**src/rtl/sar_seq_pkg.sv**
```systemverilog
package sar_seq_pkg;

    localparam int RES_W     = 8;
    localparam int NUM_CH    = 10;
    localparam int CH_W      = $clog2(NUM_CH);
    localparam int BIT_W     = $clog2(RES_W);
    localparam int SCALE_W   = 3;
    localparam logic [SCALE_W-1:0] MAX_SCALE = SCALE_W'(6);
    localparam logic [CH_W-1:0]    LAST_CH   = CH_W'(NUM_CH - 1);

    typedef enum logic [1:0] {
        ST_IDLE    = 2'd0,
        ST_SAMPLE  = 2'd1,
        ST_CONVERT = 2'd2,
        ST_DONE    = 2'd3
    } sar_state_e;

    typedef struct packed {
        logic             valid;
        logic [RES_W-1:0] value;
    } sar_result_t;

    function automatic logic [CH_W-1:0] clamp_chan(input logic [CH_W-1:0] c);
        return (c > LAST_CH) ? LAST_CH : c;
    endfunction

    function automatic logic [RES_W-1:0] scale_shift(input logic [RES_W-1:0] v,
                                                      input logic [SCALE_W-1:0] s);
        logic [SCALE_W-1:0] eff;
        eff = (s > MAX_SCALE) ? MAX_SCALE : s;
        return v >> eff;
    endfunction

endpackage

```
**src/rtl/sar_clk_div.sv**
```systemverilog
module sar_clk_div #(
    parameter int DIV_W = 8
) (
    input  logic             clk,
    input  logic             rst,
    input  logic [DIV_W-1:0] div_ratio,
    output logic             tick
);
    logic [DIV_W-1:0] cnt_q;

    always_ff @(posedge clk) begin
        if (rst) begin
            cnt_q <= '0;
            tick  <= 1'b0;
        end else if (cnt_q >= div_ratio) begin
            cnt_q <= '0;
            tick  <= 1'b1;
        end else begin
            cnt_q <= cnt_q + 1'b1;
            tick  <= 1'b0;
        end
    end

    // with a non-zero ratio, enables never come in adjacent clocks
    a_r1_tick_spacing: assert property (@(posedge clk) disable iff (rst)
        (tick && div_ratio != '0) |=> !tick);

endmodule

```
**src/rtl/sar_trig_sel.sv**
```systemverilog
module sar_trig_sel #(
    parameter int NUM_EXT = 3,
    parameter int SRC_W   = $clog2(NUM_EXT + 1)
) (
    input  logic [SRC_W-1:0]   trig_src,
    input  logic               sw_start,
    input  logic [NUM_EXT-1:0] ext_trig,
    output logic               start_req
);
    logic [NUM_EXT:0] srcs;

    assign srcs[0] = sw_start;

    generate
        for (genvar g = 0; g < NUM_EXT; g++) begin : g_ext
            assign srcs[g+1] = ext_trig[g];
        end
    endgenerate

    always_comb begin
        start_req = 1'b0;
        for (int k = 0; k <= NUM_EXT; k++) begin
            if (int'(trig_src) == k) start_req = srcs[k];
        end
    end

endmodule

```
**src/rtl/sar_core_fsm.sv**
```systemverilog
module sar_core_fsm
    import sar_seq_pkg::*;
#(
    parameter int SAMP_W = 4
) (
    input  logic              clk,
    input  logic              rst,
    input  logic              tick,
    input  logic              start_req,
    input  logic              cancel_req,
    input  logic              free_run,
    input  logic [SAMP_W-1:0] sample_len,
    input  logic [CH_W-1:0]   chan_req,
    input  logic              cmp_in,
    output sar_state_e        state_o,
    output logic [RES_W-1:0]  trial_code,
    output logic [CH_W-1:0]   chan_o,
    output logic              pwr_down,
    output logic              pending,
    output sar_result_t       done_res
);
    sar_state_e        state_q;
    logic [SAMP_W-1:0] cnt_q;
    logic [BIT_W-1:0]  bit_q;
    logic [RES_W-1:0]  sar_q;
    logic              cpend_q;
    logic              cancel_now;
    logic [RES_W-1:0]  kept;

    assign cancel_now = cpend_q || cancel_req;

    always_comb begin
        kept = sar_q;
        if (!cmp_in) kept[bit_q] = 1'b0;
    end

    always_ff @(posedge clk) begin
        if (rst) begin
            state_q  <= ST_IDLE;
            cnt_q    <= '0;
            bit_q    <= '0;
            sar_q    <= '0;
            cpend_q  <= 1'b0;
            pending  <= 1'b0;
            chan_o   <= '0;
            pwr_down <= 1'b1;
        end else begin
            if (state_q == ST_IDLE && start_req && !pending) begin
                pending  <= 1'b1;
                pwr_down <= 1'b0;
                chan_o   <= chan_req;
            end
            if ((state_q == ST_SAMPLE || state_q == ST_CONVERT) && cancel_req)
                cpend_q <= 1'b1;

            unique case (state_q)
                ST_IDLE: begin
                    if (tick && pending) begin
                        state_q <= ST_SAMPLE;
                        cnt_q   <= '0;
                        sar_q   <= '0;
                        pending <= 1'b0;
                    end
                end
                ST_SAMPLE: begin
                    if (tick) begin
                        if (cancel_now) begin
                            cnt_q   <= '0;
                            cpend_q <= 1'b0;
                        end else if (cnt_q == sample_len) begin
                            state_q <= ST_CONVERT;
                            bit_q   <= BIT_W'(RES_W - 1);
                            sar_q   <= RES_W'(1) << (RES_W - 1);
                        end else begin
                            cnt_q <= cnt_q + 1'b1;
                        end
                    end
                end
                ST_CONVERT: begin
                    if (tick) begin
                        if (cancel_now) begin
                            state_q <= ST_SAMPLE;
                            cnt_q   <= '0;
                            sar_q   <= '0;
                            cpend_q <= 1'b0;
                        end else if (bit_q == '0) begin
                            sar_q   <= kept;
                            state_q <= ST_DONE;
                        end else begin
                            sar_q            <= kept | (RES_W'(1) << (bit_q - 1'b1));
                            bit_q            <= bit_q - 1'b1;
                        end
                    end
                end
                ST_DONE: begin
                    if (free_run) begin
                        state_q <= ST_SAMPLE;
                        cnt_q   <= '0;
                        sar_q   <= '0;
                        chan_o  <= chan_req;
                    end else begin
                        state_q  <= ST_IDLE;
                        pwr_down <= 1'b1;
                    end
                end
                default: state_q <= ST_IDLE;
            endcase
        end
    end

    assign state_o        = state_q;
    assign trial_code     = sar_q;
    assign done_res.valid = (state_q == ST_DONE);
    assign done_res.value = sar_q;

    // single-mode completion parks the converter powered down
    a_r11_pwr_after_single: assert property (@(posedge clk) disable iff (rst)
        (state_q == ST_DONE && !free_run) |=> (pwr_down && state_q == ST_IDLE));

    // channel select never leaves the ten legal indices
    a_r2_chan_range: assert property (@(posedge clk) disable iff (rst)
        chan_o <= LAST_CH);

    // without an enable, sampling and trials hold their state
    a_r1_hold_between_ticks: assert property (@(posedge clk) disable iff (rst)
        (!tick && (state_q == ST_SAMPLE || state_q == ST_CONVERT))
        |=> ($stable(sar_q) && $stable(cnt_q) && $stable(state_q)));

    // a queued request only exists while idle
    a_r9_pending_idle: assert property (@(posedge clk) disable iff (rst)
        pending |-> (state_q == ST_IDLE));

    // a cancel is never carried into completion
    a_r10_no_cancel_at_done: assert property (@(posedge clk) disable iff (rst)
        (state_q == ST_DONE) |-> !cpend_q);

endmodule

```
**src/rtl/sar_seq_ctrl.sv**
```systemverilog
module sar_seq_ctrl
    import sar_seq_pkg::*;
#(
    parameter int DIV_W   = 8,
    parameter int SAMP_W  = 4,
    parameter int NUM_EXT = 3,
    localparam int SRC_W  = $clog2(NUM_EXT + 1)
) (
    input  logic               clk,
    input  logic               rst,
    input  logic [DIV_W-1:0]   div_ratio,
    input  logic [SAMP_W-1:0]  sample_len,
    input  logic [CH_W-1:0]    chan_sel,
    input  logic               free_run,
    input  logic [SRC_W-1:0]   trig_src,
    input  logic               sw_start,
    input  logic [NUM_EXT-1:0] ext_trig,
    input  logic               cancel,
    input  logic               cmp_in,
    input  logic               rd_en,
    input  logic [SCALE_W-1:0] scale,
    output logic [CH_W-1:0]    chan_out,
    output logic               sample_en,
    output logic [RES_W-1:0]   dac_code,
    output logic               pwr_down,
    output logic               busy,
    output logic               done_pulse,
    output logic               data_ready,
    output logic [RES_W-1:0]   rd_data
);
    logic             tick;
    logic             start_req;
    logic             pending;
    sar_state_e       state;
    sar_result_t      done_res;
    logic [RES_W-1:0] result_q;

    sar_clk_div #(.DIV_W(DIV_W)) u_div (
        .clk       (clk),
        .rst       (rst),
        .div_ratio (div_ratio),
        .tick      (tick)
    );

    sar_trig_sel #(.NUM_EXT(NUM_EXT), .SRC_W(SRC_W)) u_trig (
        .trig_src  (trig_src),
        .sw_start  (sw_start),
        .ext_trig  (ext_trig),
        .start_req (start_req)
    );

    sar_core_fsm #(.SAMP_W(SAMP_W)) u_core (
        .clk        (clk),
        .rst        (rst),
        .tick       (tick),
        .start_req  (start_req),
        .cancel_req (cancel),
        .free_run   (free_run),
        .sample_len (sample_len),
        .chan_req   (clamp_chan(chan_sel)),
        .cmp_in     (cmp_in),
        .state_o    (state),
        .trial_code (dac_code),
        .chan_o     (chan_out),
        .pwr_down   (pwr_down),
        .pending    (pending),
        .done_res   (done_res)
    );

    assign sample_en = (state == ST_SAMPLE);
    assign busy      = (state != ST_IDLE) || pending;

    always_ff @(posedge clk) begin
        if (rst) begin
            result_q   <= '0;
            done_pulse <= 1'b0;
            data_ready <= 1'b0;
            rd_data    <= '0;
        end else begin
            done_pulse <= done_res.valid;
            if (done_res.valid) result_q <= done_res.value;
            if (rd_en) rd_data <= scale_shift(result_q, scale);
            if (done_res.valid)  data_ready <= 1'b1;
            else if (rd_en)      data_ready <= 1'b0;
        end
    end

    // completion flag lasts a single clock
    a_r5_done_one_clock: assert property (@(posedge clk) disable iff (rst)
        done_pulse |=> !done_pulse);

    // completion and data-ready appear together
    a_r5_ready_with_done: assert property (@(posedge clk) disable iff (rst)
        done_pulse |-> data_ready);

    // any non-zero scale leaves the top bit of the read value clear
    a_r6_zero_fill: assert property (@(posedge clk) disable iff (rst)
        (rd_en && scale != '0) |=> !rd_data[RES_W-1]);

    // the DAC sits at zero while the input is being sampled
    a_r4_quiet_dac: assert property (@(posedge clk) disable iff (rst)
        sample_en |-> (dac_code == '0));

endmodule

```
**config.mk**
```make
export PLATFORM = sky130hd
export DESIGN_NAME = sar_seq_ctrl
export DESIGN_NICKNAME = d
export VERILOG_FILES = /design/src/rtl/sar_seq_pkg.sv /design/src/rtl/sar_clk_div.sv /design/src/rtl/sar_trig_sel.sv /design/src/rtl/sar_core_fsm.sv /design/src/rtl/sar_seq_ctrl.sv
export SDC_FILE = /design/constraint.sdc
export NUM_CORES = 1
export LEC_CHECK = 0
export BUFFER_PORTS_ARGS = -buffer_cell sky130_fd_sc_hd__buf_4
export CELL_PAD_IN_SITES_DETAIL_PLACEMENT = 0
export CELL_PAD_IN_SITES_GLOBAL_PLACEMENT = 2
export CORE_UTILIZATION = 30
export DETAILED_ROUTE_END_ITERATION = 12
export GPL_TIMING_DRIVEN = 1
export HOLD_SLACK_MARGIN = 0.05
export PLACE_DENSITY = 0.86
export SLEW_MARGIN = 30
export SYNTH_ARGS = -nofsm -noshare
export SYNTH_HDL_FRONTEND = slang
export SYNTH_SLANG_ARGS = --single-unit
```
**constraint.sdc**
```tcl
create_clock -name clk -period 1.95 [get_ports clk]
set_input_delay 0.39 -clock clk [delete_from_list [all_inputs] [get_ports clk]]
set_output_delay 0.39 -clock clk [all_outputs]
set_load 0.01 [all_outputs]
```
==> summary.md <==
| Metric | Value |
|---|---|
| Register area share after synthesis | `0.355` |
| Critical R2R Launch | `u_core.state_o[1]` |
| Initial Util | `0.310` |
| Share of total power in the clock network | `0.271` |
| CP bufs+invs | `2` |
| Fraction of layout cells with a size suffix above 1 | `0.298` |
| Hold Crit Depth | `2` |
| Sw frac | `0.318` |
| RSZ-0062 raised after global routing | `no` |
| CP Data Arrival Time | `2060 ps` |
| Final layout net count | `435` |
| Final setup violation count | `0` |
| Worst-skew pair later-pin latency | `300 ps` |
| Relative slew slack | `0.613` |
| Num CTS Buffers | `5` |
| Worst path depth | `8` |
| I/O Buffers | `55` |
| Fin crit share | `0.955` |
| Critical Path, Cell by Cell | `buf_4, ha_2, nor2b_4, a2111oi_4, buf_4, o31a_2, mux2i_1, nor2_1` |
| Final worst clock skew | `8.59 ps` |
| Pre-antenna DRT Iters | `4` |
| Critical path type | `reg -> reg` |
| Async SR Flop Fraction | `0` |
| R2R depth | `8` |
| First-pass GRT wire length | `11000 µm` |
| H-tree lvl count | `2` |
| Placed wire-length estimate | `4750 µm` |
| Sequential Power Share | `0.398` |
| Number of global-route vias before repair | `2376` |
| CTS tree | `yes` |
| Critical path endpoint category | `register` |
| Final ANT Viol Nets | `0` |
| Pwr Total | `0.00292 W` |
| Worst setup SP type | `register` |
| Leakage | `1.53 nW` |
| Primary FF master, synth | `dfxtp_1` |
| Syn nets | `372` |
| Clock root cell | `clkbuf_8` |
| Die H | `100 µm` |
| Die Wd | `100 µm` |
| Hold Startpoint | `rd_en` |
| Worst hold path class | `in -> reg` |
| Comb power frac | `0.331` |
| #FFs+latches synth | `51` |
| Routability cong. | `0.814` |
| Mapped cell area | `2880 µm²` |
| Clock Tree Buf Depth | `2` |
| Most frequent CP cell | `buf_4` |
| Fill cells | `968` |
| Min Hold Slack | `326 ps` |
| Multi-input gate area | `1740 µm²` |
| Die area | `9990 µm²` |
| Slowest library cell on the worst path | `dfxtp_4` |
| Initial drt markers | `114` |
| Mean Syn Cell Area | `9.03 µm²` |
| Max-cap violations | `0` |
| Post-synth top area cell | `dfxtp_1` |
| Post-route DRC | `0` |
| Hold Path End | `rd_data[3]` |
| Commonest non-fill, non-tap cells in the layout | `73 x buf_4, 49 x dfxtp_1, 43 x nor2_1` |
| Final min period | `1860 ps` |
| FF/Latch Area | `1030 µm²` |
| Most area-consuming cells after synthesis | `dfxtp_1 35%, ha_1 9.6%, nor2_1 5.6%, mux2i_1 5.2%, nor2b_1 3.5%` |
| F_max | `537 MHz` |
| Final Max Tran Viols | `0` |
| Largest net degree at the start of global routing | `38` |
| Area delta synth->final | `27.5%` |
| NetSw | `0.000931 W` |
| Largest stage delay, worst path | `370 ps` |
| Mapped Cells | `319` |
| Global route total overflow | `0` |
| Hold Violations, Final | `0` |
| Total GRT Usage | `0.135` |
| Internal power consumption | `0.00199 W` |
| PwrDens | `796 nW/µm²` |
| Via-per-instance ratio | `4.75` |
| Initial antenna violation count | `0` |
| EDFF count, synth | `0` |
| Yosys top cell area share | `0.355` |
| Netlist cell types | `50` |
| Worst EP required | `2150 ps` |
| Status | `finished clean` |
| Worst slew pin tran | `578 ps` |
| Clock sink count | `51` |
| Detailed-route wire length per cell | `12.4 µm` |
| # diodes | `0` |
| Minimum setup slack among reg-to-reg paths | `90 ps` |
| Synth warn | `0` |
| Crit path max-delay family | `compound AO/OA/AOI/OAI gates` |
| Clock slew at reported path FFs | `100 ps` |
| Worst IR Drop VDD | `0.428 mV` |
| I/O pin count | `56` |
| Drt total wl | `6330 µm` |
| Total number of vias | `2432` |
| Crit path max fanout | `3` |
| R2r endpoint | `u_core.cnt_q[1]` |
| Row cnt | `35` |
| Core area | `9280 µm²` |
| Most common cell after layout, fill and taps aside | `buf_4` |
==> power groups by stage <==
stage          logic, W  registers [W]  clock network, W
4_1_cts        0.000962        0.00116          0.000821
2_1_floorplan  0.000556        0.00120                 0
6_report       0.000968        0.00116          0.000791
5_1_grt         0.00107        0.00118          0.000867
3_3_place_gp   0.000903        0.00119                 0
3_5_place_dp   0.000911        0.00119                 0
==> cell families after synthesis <==
family,Yosys count,synth area share
flip-flops,51,0.355
XOR/XNOR,12,0.0365
AO/OA/AOI/OAI,65,0.169
buffers and inverters,36,0.0578
adder cells (fa/ha/maj),22,0.0956
AND/OR/NAND/NOR,108,0.184
multiplexers,25,0.103
==> cell usage after synthesis, drive strengths merged, types with 2 or more instances <==
| library cell | n |
|---|---|
| and3 | 2 |
| ha | 22 |
| inv | 19 |
| o21ai | 5 |
| mux2i | 15 |
| o211ai | 2 |
| nor3 | 3 |
| xnor2 | 7 |
| a211o | 2 |
| nand2b | 5 |
| buf | 10 |
| o21a | 2 |
| nand2 | 17 |
| xor2 | 5 |
| a22oi | 6 |
| nand3 | 12 |
| nor2 | 43 |
| a211oi | 11 |
| a221oi | 3 |
| and2 | 2 |
| a21o | 5 |
| or3b | 2 |
| mux2 | 7 |
| mux4 | 3 |
| dfxtp | 51 |
| a32oi | 3 |
| nor2b | 16 |
| clkbuf | 7 |
| a21oi | 17 |
==> layer usage <==
layer / track usage / vias up / routed length (µm) / part of all wire
met5: 0 / - / 0 / 0
met4: 0.0373 / 0 / 57 / 0.0090
met3: 0.0272 / 6 / 248 / 0.039
met2: 0.235 / 45 / 2980 / 0.47
met1: 0.169 / 1135 / 3040 / 0.48
li1: - / 1246 / - / -
==> registers in the layout, summed over array words and instances (netlist names) <==
name,flops
rd_data,8
u_core.bit_q,3
u_div.tick,1
u_core.cpend_q,1
u_core.cnt_q,4
result_q,8
u_core.trial_code,8
u_core.chan_o,4
u_core.pwr_down,1
u_div.cnt_q,8
u_core.pending,1
done_pulse,1
u_core.state_o,2
data_ready,1
==> layout make-up <==
cell class,count,area share
sequential,51,0.280
multi-input combinational,232,0.475
clock inverter,2,0.0106
timing repair buffer,73,0.149
clock buffer,6,0.0225
tap,129,0.0440
inverter,19,0.0194
==> worst register-to-register path, stage by stage, from the launching register on <==
cell and delay (ps):
dfxtp_4 370, buf_4 140, ha_2 170, nor2b_4 140
a2111oi_4 360, buf_4 190, o31a_2 160, mux2i_1 180
nor2_1 50
==> timing repair <==
action,CTS,global route
endpoints found under the setup margin,1,7
pin swaps,3,5
gates resized for setup,9,10
hold buffers,0,0
buffers inserted,4,0
==> through the flow <==
stage | worst slack (ps) | instances | cell area (µm²) | TNS (ps) | utilization
after floorplan | 77.4 | 319 | 2880 | 0 | -
after global placement | 52.1 | 500 | 3460 | 0 | 0.373
after detailed placement | -33.3 | 500 | 3460 | -33.3 | 0.373
after CTS | 1.40 | 512 | 3630 | 0 | 0.392
after global routing | 1.24 | 512 | 3670 | 0 | 0.395
final | 86.8 | 512 | 3670 | 0 | 0.395
==> worst max path at each step <==
| stage | startpoint | endpoint | slack, ps |
|---|---|---|---|
| after floorplan | u_core.state_o[0] | u_core.cnt_q[3] | 80 |
| after global placement | u_core.state_o[0] | u_core.cnt_q[3] | 50 |
| after detailed placement | u_core.state_o[0] | u_core.cnt_q[3] | -30 |
| after CTS | u_core.state_o[0] | u_core.cnt_q[1] | 1 |
| after global routing | u_div.cnt_q[5] | u_div.cnt_q[4] | 1 |
| final | u_core.state_o[1] | u_core.cnt_q[1] | 90 |
Note: power is estimated with default switching activity, not from simulation.
